--- src/rtl/supv_pkg.sv ---
package supv_pkg;
  // Digitized comparator decisions
  typedef struct packed {
    logic vmin;
    logic pri;
    logic sec;
  } rail_sense_t;

  localparam int SYNC_STAGES = 2;
endpackage

--- src/rtl/supv_start_detect.sv ---
module supv_start_detect #(
  parameter int STAGES = supv_pkg::SYNC_STAGES
) (
  input  logic clk,
  input  logic rst,
  input  logic scl_i,
  input  logic sda_i,
  output logic start_o
);
  // index STAGES-1 is the synchronized value, index STAGES the previous one
  logic [STAGES:0] scl_sh, sda_sh;

  always_ff @(posedge clk) begin
    if (rst) begin
      scl_sh <= '1;
      sda_sh <= '1;
    end else begin
      scl_sh <= {scl_sh[STAGES-1:0], scl_i};
      sda_sh <= {sda_sh[STAGES-1:0], sda_i};
    end
  end

  assign start_o = scl_sh[STAGES-1] & scl_sh[STAGES] & sda_sh[STAGES] & ~sda_sh[STAGES-1];

  a_r7_start_single : assert property (@(posedge clk) disable iff (rst)
    start_o |=> !start_o);
endmodule

--- src/rtl/supv_hold_timer.sv ---
module supv_hold_timer #(
  parameter int DLY = 7_500_000
) (
  input  logic clk,
  input  logic rst,
  input  logic ok_i,
  output logic done_o
);
  localparam int CW = $clog2(DLY + 1);
  localparam logic [CW-1:0] LIMIT = CW'(DLY);

  logic [CW-1:0] cnt_q;

  // Saturating up-counter, cleared on every bad sample
  always_ff @(posedge clk) begin
    if (rst || !ok_i)        cnt_q <= '0;
    else if (cnt_q != LIMIT) cnt_q <= cnt_q + 1'b1;
  end

  assign done_o = (cnt_q == LIMIT);

  a_r3_dip_clears : assert property (@(posedge clk) disable iff (rst)
    !ok_i |=> !done_o);
  a_r2_done_after_good : assert property (@(posedge clk) disable iff (rst)
    $rose(done_o) |-> $past(ok_i));
endmodule

--- src/rtl/supv_wdog.sv ---
module supv_wdog #(
  parameter int TMO   = 7_500_000,
  parameter int PULSE = 7_500_000
) (
  input  logic clk,
  input  logic rst,
  input  logic run_i,
  input  logic kick_i,
  output logic pulse_o
);
  localparam int TW = $clog2(TMO);
  localparam int PW = $clog2(PULSE + 1);
  localparam logic [TW-1:0] LAST = TW'(TMO - 1);
  localparam logic [PW-1:0] PLEN = PW'(PULSE);

  logic [TW-1:0] cnt_q;
  logic [PW-1:0] pls_q;
  logic          expire;

  // A kick in the expiry cycle wins
  assign expire = run_i & ~kick_i & (cnt_q == LAST);

  always_ff @(posedge clk) begin
    if (rst || !run_i || kick_i || expire) cnt_q <= '0;
    else                                   cnt_q <= cnt_q + 1'b1;
  end

  always_ff @(posedge clk) begin
    if (rst)              pls_q <= '0;
    else if (expire)      pls_q <= PLEN;
    else if (pls_q != '0) pls_q <= pls_q - 1'b1;
  end

  assign pulse_o = (pls_q != '0);

  a_r8_idle_cleared : assert property (@(posedge clk) disable iff (rst)
    !run_i |=> (cnt_q == '0));
  a_r6_expire_pulse : assert property (@(posedge clk) disable iff (rst)
    expire |=> pulse_o);
endmodule

--- src/rtl/rail_supervisor.sv ---
module rail_supervisor
  import supv_pkg::*;
#(
  parameter int PU_DLY    = 7_500_000,
  parameter int WD_TMO    = 7_500_000,
  parameter int RST_PULSE = 7_500_000
) (
  input  logic clk,
  input  logic rst,
  input  logic vmin_ok_i,
  input  logic pri_ok_i,
  input  logic sec_ok_i,
  input  logic wdog_en_i,
  input  logic scl_i,
  input  logic sda_i,
  output logic sys_rst_n_o,
  output logic sec_fail_n_o,
  output logic bus_abort_o
);
  rail_sense_t sense;
  logic pwr_good, dly_done, wd_pulse, bus_start;
  logic pg_q, rst_n_q, fail_n_q, abort_q;

  assign sense    = '{vmin: vmin_ok_i, pri: pri_ok_i, sec: sec_ok_i};
  assign pwr_good = sense.vmin & sense.pri;

  supv_hold_timer #(.DLY(PU_DLY)) u_hold (
    .clk(clk), .rst(rst), .ok_i(pwr_good), .done_o(dly_done));

  supv_start_detect #(.STAGES(SYNC_STAGES)) u_start (
    .clk(clk), .rst(rst), .scl_i(scl_i), .sda_i(sda_i), .start_o(bus_start));

  supv_wdog #(.TMO(WD_TMO), .PULSE(RST_PULSE)) u_wdog (
    .clk(clk), .rst(rst), .run_i(wdog_en_i & rst_n_q),
    .kick_i(bus_start), .pulse_o(wd_pulse));

  always_ff @(posedge clk) begin
    if (rst) begin
      pg_q     <= 1'b0;
      rst_n_q  <= 1'b0;
      fail_n_q <= 1'b0;
      abort_q  <= 1'b0;
    end else begin
      pg_q     <= pwr_good;
      rst_n_q  <= pwr_good & dly_done & ~wd_pulse;
      fail_n_q <= sense.sec & sense.vmin;
      abort_q  <= pg_q & ~pwr_good;
    end
  end

  assign sys_rst_n_o  = rst_n_q;
  assign sec_fail_n_o = fail_n_q;
  assign bus_abort_o  = abort_q;

  a_r1_low_supply_reset : assert property (@(posedge clk) disable iff (rst)
    (!vmin_ok_i || !pri_ok_i) |=> !sys_rst_n_o);
  a_r4_fail_release : assert property (@(posedge clk) disable iff (rst)
    (sec_ok_i && vmin_ok_i) |=> sec_fail_n_o);
  a_r4_fail_assert : assert property (@(posedge clk) disable iff (rst)
    !sec_ok_i |=> !sec_fail_n_o);
  a_r5_abort_single : assert property (@(posedge clk) disable iff (rst)
    bus_abort_o |=> !bus_abort_o);
  a_r5_abort_in_reset : assert property (@(posedge clk) disable iff (rst)
    bus_abort_o |-> !sys_rst_n_o);
  a_r9_reset_state : assert property (@(posedge clk)
    $past(rst) |-> (!sys_rst_n_o && !sec_fail_n_o && !bus_abort_o));
endmodule

--- config.mk ---
export PLATFORM = sky130hd
export DESIGN_NAME = rail_supervisor
export DESIGN_NICKNAME = d
export VERILOG_FILES = /design/src/rtl/supv_pkg.sv /design/src/rtl/supv_start_detect.sv /design/src/rtl/supv_hold_timer.sv /design/src/rtl/supv_wdog.sv /design/src/rtl/rail_supervisor.sv
export SDC_FILE = /design/constraint.sdc
export NUM_CORES = 1
export LEC_CHECK = 0
export BUFFER_PORTS_ARGS = -buffer_cell sky130_fd_sc_hd__buf_4
export CAP_MARGIN = 0
export CORE_UTILIZATION = 60
export DETAILED_ROUTE_END_ITERATION = 16
export PLACE_DENSITY = 0.89
export SYNTH_ARGS = -nofsm -noshare
export SYNTH_HDL_FRONTEND = slang
export SYNTH_SLANG_ARGS = --single-unit
export TNS_END_PERCENT = 30
--- constraint.sdc ---
create_clock -name clk -period 2.7 [get_ports clk]
set_input_delay 0 -clock clk [delete_from_list [all_inputs] [get_ports clk]]
set_output_delay 0 -clock clk [all_outputs]
set_load 0.005 [all_outputs]
==> metrics.md <==
| Metric | Value |
|---|---|
| Portion of total power attributed to the clock network | 0.219 |
| Switching power as a share of total power | 0.371 |
| Standard cell core area | 0.00564 mm2 |
| Skew-Pair Late Insertion Delay | 0.35 ns |
| Largest cells by area after synthesis | dfxtp_1 44%, xor2_1 9.8%, nor2_1 6.8% |
| Number of register bits inferred by synthesis | 79 |
| Number of DRC violations after detailed routing | 0 |
| Die Width | 79.2 um |
| Total number of vias | 2897 |
| Global-route wire length before repair | 11700 um |
| Number of distinct library cells after synthesis | 43 |
| Leading cell type by number of instances after synthesis | dfxtp_1 |
| Aggregate global routing overflow | 0 |
| Slowest stage cell, crit path | nand4_2 |
| Clock H-tree levels | 3 |
| Critical Setup Path Class | reg -> reg |
| Net count after synthesis | 417 |
| Hold/Removal Path Class | in -> reg |
| Initial standard-cell utilization of the core | 0.634 |
| Max-cap violations | 0 |
| Cell chain of the critical path | inv_1 -> ha_1 -> nor4b_1 -> nand4_2 -> o21ai_1 -> xor2_1 -> a21oi_1 |
| Number of CTS-inserted buffers | 9 |
| Relative slew slack | 0.513 |
| CTS tree | yes |
| Int Power | 2.19 mW |
| Yosys top cell area share | 0.442 |
| Final standard cell utilization of the core | 0.692 |
| Family of cells with the greatest summed delay on the critical path | simple AND/OR/NAND/NOR gates |
| Total number of nets in the final design | 433 |
| NetSw | 1.29 mW |
| Cells after synthesis | 404 |
| Post-synthesis area per instance | 8.85 um2 |
| Fmax | 0.443 GHz |
| Worst Setup End Kind | flip-flop |
| Peak VDD IR | 0.587 mV |
| WHS | 0.0306 ns |
| Dpl hpwl | 4780 um |
| Clock sinks | 79 |
| Vertical die dimension | 79.2 um |
| Least-Margin Pin Slew | 0.724 ns |
| Leakage | 1.37 nW |
| Pwr per Cell Area | 891 mW/mm2 |
| Worst-path maximum fanout | 19 |
| Cell Area, Placed | 0.00368 mm2 |
| Root Buffer Master | clkbuf_8 |
| Violation count after the first detailed-route iteration | 202 |
| Required time worst endpoint | 2.92 ns |
| Area of the die | 0.00628 mm2 |
| Number of fill cells | 399 |
| Number of slew-limit violations in the final report | 0 |
| Register share of total power | 0.434 |
| Final hold viol count | 0 |
| Period utilization | 0.836 |
| Number of top-level design ports | 11 |
| Number of instances resized during post-cts repair | 0 |
| Highest cell delay on the worst timing path | 0.45 ns |
| Total setup violations reported at the end of the flow | 0 |
| Average routed wire per standard cell | 14.2 um |
| Total Neg Setup Slack | 0 ns |
| Final estimated routing congestion in global placement | 0.844 |
| Count of standard-cell rows | 27 |
| Clock period minus worst slack | 2.26 ns |
| Vias per cell | 5.85 |
| Clock slew at the register clock pins of the worst setup and hold paths | 0.07 ns |
| Post-synth EDFFs | 0 |
| Port-buffer cells | 10 |
| Proportion of layout cells with a drive suffix above 1 | 0.113 |
| Area growth syn-to-layout | 9.13% |
| Setup crit start kind | flip-flop |
| Bufs on Longest Clock Path | 2 |
| Number of global-route vias before repair | 2712 |
| Crit path arrival time | 2.48 ns |
| Warning count from the yosys run | 0 |
| Combinational share of power | 0.347 |
| Final instance area | 0.00390 mm2 |
| Sequential share of the synthesized area | 0.442 |
| Syn Std Cell Area | 0.00358 mm2 |
| Pin count of the biggest net entering global routing | 25 |
| Area leader, netlist | dfxtp_1 |
| Number of routed nets with antenna violations | 0 |
| Setup repair after global routing missed its margin | no |
| Drt total wl | 7010 um |
| Ant. Diodes | 0 |
| GRT Total Usage | 0.242 |
| Buf/Inv on CP | 1 |
| Antenna violations before repair | 0 |
| Clock tree skew after final layout | 0.00705 ns |
| Prevailing post-synth register cell | dfxtp_1 |
| Post-synth ARST share | 0 |
| Count of TritonRoute iterations in the first routing pass | 5 |
| Commonest cells in the synthesized netlist | 79 x dfxtp_1, 65 x nor2_1, 40 x xor2_1, 29 x nand2_1, 23 x nand3_1 |
| Outcome | complete, no violations |
[cell usage in the layout (no fill, tap or decap), drive strengths merged, types with 9 or more instances in the layout]
cell type	instances
xnor2	17
nand2	29
xor2	40
nor2	65
nand4	14
buf	12
clkbuf	13
nor3	15
dfxtp	79
o21ai	11
a21oi	18
inv	9
nor4	16
nand3	23
[worst min-delay path, delay by kind of cell]
family	cells	cell delay [ns]
and+or+nand+nor	2	0.25
buffers and inverters	1	0.08
[cell families (layout without fill, tap and decap cells)]
| logic type | after synthesis | after routing | synth area share |
|---|---|---|---|
| muxes | 1 | 1 | 0.00280 |
| buffers and inverters | 22 | 41 | 0.0311 |
| xor gates and xnor gates | 57 | 57 | 0.140 |
| adders and majority gates | 5 | 5 | 0.0175 |
| AOI/OAI and AO/OA | 34 | 34 | 0.0521 |
| DFF | 79 | 79 | 0.442 |
| and+or+nand+nor | 206 | 206 | 0.315 |
[sequential cells by signal (all words and copies together), names as in the netlist]
name            flops
u_start.scl_sh      3
u_hold.cnt_q       23
sys_rst_n_o         1
pg_q                1
u_start.sda_sh      3
u_wdog.cnt_q       23
bus_abort_o         1
u_wdog.pls_q       23
sec_fail_n_o        1
[per-stage QoR]
| step | instances | power [mW] | setup WS, ns |
|---|---|---|---|
| after global placement | 475 | 2.63 | 0.582 |
| after detailed placement | 475 | 2.69 | 0.478 |
| after global routing | 495 | 3.70 | 0.135 |
| after CTS | 495 | 3.46 | 0.456 |
| after floorplan | 404 | 2.46 | 0.877 |
| final | 495 | 3.48 | 0.442 |
[final timing paths]
check | startpoint | to | slack, ns | cells past startpoint
setup / recovery | u_wdog.pls_q[0] | u_wdog.pls_q[5] | 0.44 | 7
hold / removal | pri_ok_i | bus_abort_o | 0.03 | 3
setup reg to reg | u_wdog.pls_q[0] | u_wdog.pls_q[5] | 0.44 | 7
hold reg to reg | u_start.sda_sh[0] | u_start.sda_sh[1] | 0.43 | 1
[power by group through the flow]
stage	Combinational, mW	Clock (mW)	Sequential [mW]
after floorplan	0.970	0	1.49
after global placement	1.12	0	1.51
after detailed placement	1.16	0	1.53
after CTS	1.18	0.776	1.50
after global routing	1.33	0.834	1.53
final	1.20	0.762	1.51
[area by class of cell]
| class | instances | area [um2] | area share |
|---|---|---|---|
| Clock buffer | 13 | 159 | 0.0407 |
| Clock inverter | 1 | 5.00 | 0.00128 |
| Inverter | 9 | 33.8 | 0.00865 |
| Multi-Input combinational cell | 303 | 1880 | 0.483 |
| Sequential cell | 79 | 1580 | 0.405 |
| Tap cell | 72 | 90.1 | 0.0231 |
| Timing Repair Buffer | 18 | 150 | 0.0385 |
[routing by layer]
layer,global-route usage,vias up,share of wire
li1,-,1424,-
met1,0.278,1382,0.44
met2,0.414,71,0.49
met3,0.0552,20,0.041
met4,0.131,0,0.023
met5,0,-,0
[timing repair]
action,in CTS,in global routing
buffers inserted,0,0
hold endpoints to repair,13,0
hold buffers,6,0
No activity file was read; power rests on OpenSTA's default activity.
